**src/rtl/sram_async_ctl.sv**
```systemverilog
module sram_async_ctl #(
  parameter int CLK_PERIOD_NS = 10,
  parameter int T_CYCLE_NS    = 70,
  parameter int T_ACCESS_NS   = 70,
  parameter int T_OE_NS       = 35,
  parameter int T_WPULSE_NS   = 45,
  parameter int T_CSWR_NS     = 60,
  parameter int T_DSETUP_NS   = 30,
  parameter int T_FLOAT_NS    = 30,
  parameter int AW            = 15,
  parameter int DW            = 8
) (
  input  logic          clk,
  input  logic          rst_n,
  input  logic          req,
  input  logic          req_wr,
  input  logic [AW-1:0] req_addr,
  input  logic [DW-1:0] req_wdata,
  output logic [DW-1:0] rdata,
  output logic          done,
  output logic          busy,
  output logic [AW-1:0] mem_addr,
  output logic          mem_cs_n,
  output logic          mem_oe_n,
  output logic          mem_we_n,
  output logic [DW-1:0] mem_dq_out,
  output logic          mem_dq_drv,
  input  logic [DW-1:0] mem_dq_in
);

  function automatic int clks(input int ns);
    int c;
    c = (ns + CLK_PERIOD_NS - 1) / CLK_PERIOD_NS;
    return (c < 1) ? 1 : c;
  endfunction

  function automatic int imax(input int a, input int b);
    return (a > b) ? a : b;
  endfunction

  localparam int N_CYC  = clks(T_CYCLE_NS);
  localparam int N_RD   = imax(clks(T_ACCESS_NS), clks(T_OE_NS));
  localparam int N_FLT  = clks(T_FLOAT_NS);
  localparam int N_WLOW = imax(imax(clks(T_WPULSE_NS), clks(T_CSWR_NS)),
                               N_FLT + clks(T_DSETUP_NS));
  localparam int N_WDAT = N_WLOW - N_FLT;
  localparam int N_RREC = imax(imax(N_FLT, N_CYC - N_RD), 1);
  localparam int N_WREC = imax(N_CYC - N_WLOW, 1);
  localparam int N_MAX  = imax(imax(N_RD, N_WLOW), imax(N_RREC, N_WREC));
  localparam int CW     = $clog2(N_MAX + 1);

  typedef enum logic [2:0] {S_IDLE, S_RACC, S_WFLT, S_WDAT, S_REC} st_t;

  st_t           st;
  logic [CW-1:0] cnt;
  logic [AW-1:0] addr_q;
  logic [DW-1:0] wd_q;

  assign busy       = (st != S_IDLE);
  assign mem_addr   = addr_q;
  assign mem_dq_out = wd_q;

  always_ff @(posedge clk or negedge rst_n) begin
    if (!rst_n) begin
      st         <= S_IDLE;
      cnt        <= '0;
      addr_q     <= '0;
      wd_q       <= '0;
      rdata      <= '0;
      done       <= 1'b0;
      mem_cs_n   <= 1'b1;
      mem_oe_n   <= 1'b1;
      mem_we_n   <= 1'b1;
      mem_dq_drv <= 1'b0;
    end else begin
      done <= 1'b0;
      case (st)
        S_IDLE: if (req) begin
          addr_q   <= req_addr;
          mem_cs_n <= 1'b0;
          if (req_wr) begin
            wd_q     <= req_wdata;
            mem_we_n <= 1'b0;
            cnt      <= CW'(N_FLT - 1);
            st       <= S_WFLT;
          end else begin
            mem_oe_n <= 1'b0;
            cnt      <= CW'(N_RD - 1);
            st       <= S_RACC;
          end
        end
        S_RACC: if (cnt == '0) begin
          rdata    <= mem_dq_in;
          done     <= 1'b1;
          mem_cs_n <= 1'b1;
          mem_oe_n <= 1'b1;
          cnt      <= CW'(N_RREC - 1);
          st       <= S_REC;
        end else cnt <= cnt - 1'b1;
        S_WFLT: if (cnt == '0) begin
          mem_dq_drv <= 1'b1;
          cnt        <= CW'(N_WDAT - 1);
          st         <= S_WDAT;
        end else cnt <= cnt - 1'b1;
        S_WDAT: if (cnt == '0) begin
          mem_we_n <= 1'b1;
          mem_cs_n <= 1'b1;
          done     <= 1'b1;
          cnt      <= CW'(N_WREC - 1);
          st       <= S_REC;
        end else cnt <= cnt - 1'b1;
        S_REC: begin
          mem_dq_drv <= 1'b0;
          if (cnt == '0) st <= S_IDLE;
          else cnt <= cnt - 1'b1;
        end
        default: st <= S_IDLE;
      endcase
    end
  end

  AST_OE_OFF_IN_WRITE: assert property (@(posedge clk) disable iff (!rst_n)
    !mem_we_n |-> mem_oe_n);
  AST_NO_DRIVE_ON_READ: assert property (@(posedge clk) disable iff (!rst_n)
    !mem_oe_n |-> !mem_dq_drv);
  AST_DRIVE_IN_WRITE: assert property (@(posedge clk) disable iff (!rst_n)
    $rose(mem_dq_drv) |-> !mem_we_n);
  AST_DRIVE_STABLE: assert property (@(posedge clk) disable iff (!rst_n)
    (mem_dq_drv && $past(mem_dq_drv)) |-> $stable(mem_dq_out));
  AST_DONE_ONE_CLK: assert property (@(posedge clk) disable iff (!rst_n)
    done |=> !done);
  AST_ADDR_HELD: assert property (@(posedge clk) disable iff (!rst_n)
    (!mem_cs_n && $past(!mem_cs_n)) |-> $stable(mem_addr));
  AST_IDLE_DESELECT: assert property (@(posedge clk) disable iff (!rst_n)
    !busy |-> (mem_cs_n && mem_we_n && mem_oe_n && !mem_dq_drv));

endmodule

```
**config.mk**
```make
export PLATFORM = sky130hd
export DESIGN_NAME = sram_async_ctl
export DESIGN_NICKNAME = d
export VERILOG_FILES = /design/src/rtl/sram_async_ctl.sv
export SDC_FILE = /design/constraint.sdc
export NUM_CORES = 1
export LEC_CHECK = 0
export BUFFER_PORTS_ARGS = -buffer_cell sky130_fd_sc_hd__buf_4
export CORE_MARGIN = 8
export CORE_UTILIZATION = 27
export DETAILED_ROUTE_END_ITERATION = 7
export PLACE_DENSITY = 0.61
export SYNTH_ARGS = -nofsm -noshare
export SYNTH_HDL_FRONTEND = slang
export SYNTH_SLANG_ARGS = --single-unit
```
**constraint.sdc**
```tcl
create_clock -name clk -period 2.6 [get_ports clk]
set_clock_uncertainty 0.1 [all_clocks]
set_input_delay 0.39 -clock clk [delete_from_list [all_inputs] [get_ports clk]]
set_output_delay 0.39 -clock clk [all_outputs]
set_load 0.05 [all_outputs]
```
Yosys cells after proc, flatten, opt, wreduce, memory -nomap -nowiden. Cells that the tools add are included.

Register bits: 42. Output and inout port bits: 37. Word-level logic and storage cells: 67.

$add $sub $neg: 1. Eq/ne operators: 13. Mux-type cells: 24. Reductions and logical operators: 19.

Operators by type and width (count): 2-to-1 mux 3 bit (9); one-hot mux 3 bit (4 select lines) (2); inequality test 2 bit (second input constant) (8); AND reduction 4 bit (3); AND reduction 3 bit (3); 2-to-1 mux 1 bit (8); one-hot mux 1 bit (2 select lines) (4); nonzero test 2 bit (4); == test 3 x 2 -> 1 bit (second input constant) (2); logical NOT 3 bit (2); AND reduction 2 bit (3); nonzero test 4 bit (1); OR reduction 2 bit (2); == test 3 x 1 -> 1 bit (second input constant) (1); == test 3 bit (second input constant) (1); nonzero test 3 bit (1); subtractor 3 x 1 -> 3 bit (second input constant) (1); 2-to-1 mux 2 bit (1); inequality test 2 x 1 -> 1 bit (second input constant) (1).

Depth between registers and ports, before layout. Gate-level depths: netlist of the first run.

Depth in word-level cells: 4. Mapped depth: 8.

Worst setup path before layout of the first run. No wires, ideal clock.

Path type: reg-to-reg. Start: register cnt[0]. End: register rdata[0]. Setup time: 125 ps. Arrival: 1638 ps. Required time: 2375 ps. Setup slack: 737 ps. Cell stages (with the launch flop): 9. Path buffers: 2. Clock period less this slack: 1863 ps. Cells stage by stage: dfrtp_1 inv_1 ha_1 nor2b_2 and3_4 buf_6 nor2b_4 buf_8 mux2_4.

Longest elaborated chain between the ends: 2.

Ends and longest elaborated chain: start, declared (line 55) `logic [CW-1:0] cnt;`; start signal, assigned (line 84) `cnt <= CW'(N_FLT - 1);`; start signal, assigned (line 88) `cnt <= CW'(N_RD - 1);`; start signal, assigned (line 97) `cnt <= CW'(N_RREC - 1);`; logical NOT 3 bit (line 92) `S_RACC: if (cnt == '0) begin`; AND reduction 2 bit (no source line); end signal, assigned (line 93) `rdata <= mem_dq_in;`; end, declared (line 19) `output logic [DW-1:0] rdata,`.

No other way between the ends. A chain may end at the register's enable or synchronous reset.

Final worst setup path of the first run.
Start: register cnt[0]. End: register rdata[6].

The elaborated chain is that of the path after synthesis.

==> results.sh, run 1 <==
export IMPL_status="complete, no violations"
export IMPL_final_common_cell="buf_4"
export IMPL_finalNetCount=271
export IMPL_clk_pin_slew_ns=0.08
export IMPL_fin_crit_ns=1.98
export IMPL_ys_types=35
export IMPL_finalHoldViolations=0
export IMPL_fp_dieH_um=98.5
export IMPL_min_path_type="in -> reg"
export IMPL_fin_crit_sh=0.763
export IMPL_cts_hold_fix_buffers=1
export IMPL_core_area_um2=6680
export IMPL_required_ns=2.68
export IMPL_power_w=0.00393
export IMPL_cts_root_buf="clkbuf_8"
export IMPL_crit_family="simple AND/OR/NAND/NOR gates"
export IMPL_netlist_area_um2=1840
export IMPL_final_cells=315
export IMPL_cp_num_cells=6
export IMPL_start_util=0.275
export IMPL_seq_area_frac_synth=0.574
export IMPL_path_cells="inv_1 -> ha_1 -> nor2b_2 -> and3_4 -> nor2b_4 -> mux2_4"
export IMPL_routed_wirelength_um=4430
export IMPL_htreeDepth=2
export IMPL_n_antenna_cell=0
export IMPL_vias=1379
export IMPL_grt_pass1_vias=1499
export IMPL_rows=30
export IMPL_drc=0
export IMPL_drt_pass1_iterations=4
export IMPL_ys_ff_latch=42
export IMPL_gp_congestion=0.784
export IMPL_syn_area_per_cell_um2=11.2
export IMPL_reg2reg_depth=6
export IMPL_setup_tns_final_ns=0
export IMPL_met1Wirelength_um=1950
export IMPL_post_cts_buffers=0
export IMPL_ctsResizeCount=0
export IMPL_whs_ns=0.182
export IMPL_antenna_found_initial=0
export IMPL_end_kind="register"
export IMPL_synthSimpleGateAreaFrac=0.185
export IMPL_utilization=0.378
export IMPL_cts_sinks=42
export IMPL_critPathMaxStageDelay_ns=0.36
export IMPL_slowest_stage="dfrtp_1"
export IMPL_leakage_nw=1.26
export IMPL_drive_gt1_frac=0.413
export IMPL_track_usage=0.0965
export IMPL_synth_xor_area_frac=0
export IMPL_dr_first_iter_drc_count=52
export IMPL_max_freq_mhz=504
export IMPL_synth_largest_area_cell="dfrtp_1"
export IMPL_dp_hpwl_um=3280
export IMPL_min_delay_path_depth=3
export IMPL_drv_cap=0
export IMPL_grt_pass1_wl_um=7570
export IMPL_relSlewSlack=0.557
export IMPL_synth_fa_ha_area_frac=0.0136
export IMPL_cts_tree="done"
export IMPL_synth_area_mux_share=0.114
export IMPL_io_buffers=71
export IMPL_ioPinCount=72
export IMPL_syn2layout_area_growth_pct=37.3
export IMPL_post_drt_via_cell_ratio=4.38
export IMPL_highest_layer="met4"
export IMPL_wl_met3_um=377
export IMPL_worst_pin_slew_ns=0.663
export IMPL_synthTopCellsByArea="dfrtp_1 53%, nand2_1 10%, mux2_4 6.5%"
export IMPL_n_fill_cell=683
export IMPL_rsz0062_at_grt="no"
export IMPL_mostFrequentLayoutCells="71 x buf_4, 51 x nand2_1, 39 x dfrtp_1, 8 x mux2_1, 8 x mux2_4"
export IMPL_critical_path_class="reg -> reg"
export IMPL_route_met2_wl_um=2060
export IMPL_grt_max_degree=43
export IMPL_drv_slew=0
export IMPL_synth_top_family_by_area="simple AND/OR/NAND/NOR gates"
export IMPL_wl_per_cell_um=14.1
export IMPL_dieArea_um2=9700
export IMPL_powerDensity_nw_per_um2=1560
export IMPL_syn_inst=164
export IMPL_worstPathArrival_ns=2.06
export IMPL_synth_warnings=0
export IMPL_synth_top_area_frac=0.531
export IMPL_synth_nets=201
export IMPL_grt_overflow=0
export IMPL_die_w_um=98.5
export IMPL_peakVddDrop_uv=572
export IMPL_ant_nets=0
export IMPL_synth_compound_area_frac=0.0647
export IMPL_crit_buf_inv=1
export IMPL_finalSetupViolations=0
export IMPL_dp_cells=306
export IMPL_cts_buffers_inserted=5
export IMPL_worstSetupStartpointType="register"
export IMPL_critPathMaxFanout=9
export IMPL_insertion_delay_ns=0.30
export IMPL_clockBufferDepth=2
==> worst paths after layout <==
| kind | start | slack, ns | end |
|---|---|---|---|
| max | cnt[0] | 0.62 | rdata[6] |
| min | req_addr[12] | 0.18 | mem_addr[12] |
| max reg2reg | cnt[0] | 0.62 | rdata[6] |
| min reg2reg | mem_addr[4] | 0.38 | mem_addr[4] |
| max in group asynchronous | rst_n | 1.52 | mem_we_n |
| min in group asynchronous | rst_n | 0.51 | mem_dq_out[3] |
==> layout make-up <==
type / count / area, um^2 / area share
flip-flops and latches: 42 / 1050 / 0.418
multi-input cells: 109 / 693 / 0.275
repair buffers: 72 / 543 / 0.215
well taps: 80 / 100 / 0.0397
clock buffers: 5 / 68.8 / 0.0273
clock inverters: 3 / 45.0 / 0.0179
inverters: 4 / 17.5 / 0.00694
==> cells by family after synthesis <==
group	after synthesis
buffers and inverters	13
AO/OA/AOI/OAI	18
flip-flops	42
multiplexers	16
adder cells (fa/ha/maj)	2
AND/OR/NAND/NOR	73
==> registers in the layout (all words and copies together) (netlist names) <==
| register | flops |
|---|---|
| rdata | 8 |
| mem_addr | 15 |
| mem_we_n | 1 |
| cnt | 3 |
| mem_cs_n | 1 |
| mem_oe_n | 1 |
| st | 3 |
| mem_dq_drv | 1 |
| mem_dq_out | 8 |
| done | 1 |
==> synthesized netlist by cell type <==
master and n:
a211oi_1 1, a21o_1 2, a21oi_1 4, a221o_1 1, a221oi_1 1, a311oi_1 1
and2_1 1, and3_1 1, and3_4 1, and4b_1 1, buf_2 3, buf_6 3
buf_8 1, clkbuf_1 2, dfrtp_1 39, dfstp_2 3, ha_1 2, inv_1 2
inv_2 1, inv_4 1, mux2_1 8, mux2_4 8, nand2_1 51, nand2b_1 1
nand3_1 1, nor2_1 7, nor2_4 1, nor2b_2 1, nor2b_4 1, nor3_1 4
nor3_4 1, nor4_1 1, o211ai_1 2, o21ai_0 5, o22a_1 1
==> metal layers <==
metal,vias to the layer above,track usage
met1,637,0.116
met4,0,0.0283
met3,8,0.0437
met5,-,0
met2,55,0.151
li1,679,-
==> stage by stage <==
| stage | worst slack [ns] | area (um^2) |
|---|---|---|
| 2_1_floorplan | 0.737 | 1840 |
| 4_1_cts | 0.618 | 2520 |
| 5_1_grt | 0.479 | 2520 |
| 3_3_place_gp | 0.651 | 2400 |
| 3_5_place_dp | 0.625 | 2400 |
| 6_report | 0.616 | 2520 |
==> worst min-delay path: stages <==
cell and delay, ns:
buf_4 0.07, nand2_1 0.04, nand2_1 0.04
==> power breakdown <==
group	leakage [nW]	internal (W)	total (W)	switching [W]
clock network	0.0504	0.000286	0.000521	0.000235
registers	0.509	0.000981	0.00122	0.000240
logic	0.706	0.000727	0.00218	0.00146
Power figures use the tool's default switching activity.
==> inputs of run 2 (changes only) <==
- ABC_AREA: not set -> 1
- PLACE_DENSITY: 0.61 -> 0.62
- clock period: 2.6 -> 1.89 ns (I/O delays scaled with it)
==> run 2 against run 1 <==
Against the previous run:
- first-iteration DRC count rose by 25%
- highest routed layer unchanged
- wire length rose by 3.2%
- die area fell by 1.5%
- critical path depth fell by 1
- critical path type is now reg -> out
- sequential cell count did not move
==> results.sh, run 2 <==
export IMPL_dp_slack_ns=0.367
export IMPL_synth_commonest_cells="114 x nand2_1, 39 x dfrtp_1, 14 x nand3_1"
export IMPL_drv_slew=0
export IMPL_grt_met1_usage=0.123
export IMPL_grt_met2_usage=0.160
export IMPL_min_path_type="in -> reg"
export IMPL_synthTopCellsByArea="dfrtp_1 54%, nand2_1 24%, dfstp_2 4.4%"
export IMPL_largest_reg_flops=15
export IMPL_grt_max_degree=43
export IMPL_drc=0
export IMPL_busiest_layer="met2"
export IMPL_rows=29
export IMPL_clk_pin_slew_ns=0.09
export IMPL_max_freq_mhz=590
export IMPL_grt_pass1_wl_um=8140
export IMPL_dr_first_iter_drc_count=65
export IMPL_gp_congestion=0.911
export IMPL_n_fill_cell=663
export IMPL_required_ns=1.51
export IMPL_ys_async_sr_fraction=1.00
export IMPL_utilization=0.394
export IMPL_clockBufferDepth=2
export IMPL_wl_per_cell_um=12.4
export IMPL_relSlewSlack=0.650
export IMPL_finalSetupViolations=0
export IMPL_synth_warnings=0
export IMPL_fp_dieH_um=97.7
export IMPL_rsz0062_at_grt="no"
export IMPL_r2r_setup_slack_ns=0.35
export IMPL_cts_buffers_inserted=5
export IMPL_fin_crit_sh=0.897
export IMPL_grt_pass1_vias=1628
export IMPL_n_antenna_cell=0
export IMPL_post_drt_via_cell_ratio=4.37
export IMPL_ioPinCount=72
export IMPL_ant_nets=0
export IMPL_worst_pin_slew_ns=0.525
export IMPL_netlist_area_um2=1800
export IMPL_mostFrequentLayoutCells="114 x nand2_1, 74 x buf_4, 39 x dfrtp_1, 14 x nand3_1, 11 x inv_1"
export IMPL_seq_area_frac_synth=0.585
export IMPL_synth_top_family_by_area="simple AND/OR/NAND/NOR gates"
export IMPL_fin_ws_ns=0.195
export IMPL_vias=1616
export IMPL_status="complete, no violations"
export IMPL_synth_nets=251
export IMPL_routed_wirelength_um=4570
export IMPL_worstSetupStartpointType="register"
export IMPL_cts_root_buf="clkbuf_8"
export IMPL_critical_path_class="reg -> out"
export IMPL_grt_overflow=0
export IMPL_cts_tree="done"
export IMPL_track_usage=0.103
export IMPL_drt_pass1_iterations=4
export IMPL_ys_flop_type="dfrtp_1"
export IMPL_critPathMaxFanout=6
export IMPL_drive_gt1_frac=0.321
export IMPL_insertion_delay_ns=0.29
export IMPL_synth_largest_area_cell="dfrtp_1"
export IMPL_dieArea_um2=9550
export IMPL_antenna_found_initial=0
export IMPL_fin_crit_ns=1.69
export IMPL_worstPathArrival_ns=1.31
export IMPL_dp_hpwl_um=3450
export IMPL_synth_most_common_cell="nand2_1"
export IMPL_drv_cap=0
export IMPL_synth_top_area_frac=0.541
export IMPL_synth_fa_ha_area_frac=0.0139
export IMPL_synthSimpleGateAreaFrac=0.314
export IMPL_cts_sinks=42
export IMPL_syn_inst=214
export IMPL_setup_tns_final_ns=0
export IMPL_ys_types=20
export IMPL_syn2layout_area_growth_pct=40.2
export IMPL_synth_compound_area_frac=0.0340
export IMPL_use_met3=0.0451
export IMPL_ys_ff_latch=42
export IMPL_core_area_um2=6420
export IMPL_end_kind="output pin"
export IMPL_io_buffers=71
export IMPL_synth_area_mux_share=0
export IMPL_dpl_cell_area_um2=2430
export IMPL_htreeDepth=2
export IMPL_post_cts_buffers=0
export IMPL_finalHoldViolations=0
export IMPL_fin_area_um2=2530
export IMPL_synth_xor_area_frac=0.00486
export IMPL_syn_area_per_cell_um2=8.43
export IMPL_final_common_cell="nand2_1"
export IMPL_finalNetCount=329
export IMPL_die_w_um=97.7
export IMPL_synth_edff_count=0
export IMPL_start_util=0.281
-- run 2: cell types whose count changed after synthesis, sizes merged, moves of 4 or more --
cell | before | now
nor3 | 5 | 0
nand3 | 1 | 14
buf | 7 | 3
nand2 | 51 | 116
inv | 4 | 16
mux2 | 16 | 0
-- run 2: layout make-up --
type	count	area, um^2	share of cell area
Sequential cell	42	1050	0.417
Multi-Input combinational cell	152	661	0.261
Timing Repair Buffer	75	566	0.224
Tap cell	77	96.3	0.0381
Clock buffer	5	68.8	0.0272
Inverter	16	60.1	0.0238
Clock inverter	3	21.3	0.00842
-- run 2: cell families (layout without fill, tap and decap cells) --
group,after synthesis,after routing
compound gates,12,12
xor+xnor,1,1
fa+ha+maj,2,2
buf+inv,20,99
flops,42,42
simple gates,137,137
-- run 2: repair_timing --
item / 4_1_cts / 5_1_grt
hold endpoints to repair: 39 / 0
hold buffers: 1 / 0
gates resized for setup: 0 / 0
-- run 2: worst paths after layout --
kind,start,endpoint,cells after the start
worst max-delay path,st[0],busy,5
worst min-delay path,req_wdata[5],mem_dq_out[5],3
worst max register to register,cnt[0],cnt[1],9
worst min register to register,mem_cs_n,mem_cs_n,2
max in group asynchronous,rst_n,mem_cs_n,2
min in group asynchronous,rst_n,mem_addr[11],2
-- run 2: worst max-delay path: stages, from the launching register on --
cell	delay, ns
dfrtp_1	0.45
inv_2	0.09
nand2_2	0.09
nor2_4	0.12
inv_2	0.08
buf_4	0.19
-- run 2: per-stage QoR --
stage               instances  hold slack [ns]
global route              370           0.0679
detailed placement        361            0.209
CTS                       370           0.0654
global placement          361            0.204
finish                    370           0.0824
floorplan                 214           -0.112
-- run 2: layer usage --
metal  vias up  routed length (um)
met5         -                   0
met4         0                  57
met3         5                 361
met2        54                2170
met1       745                1980
li1        812                   -
Power of run 2 is not shown: default switching activity piles up to over one toggle a cycle in this logic, so the estimate is an artifact.
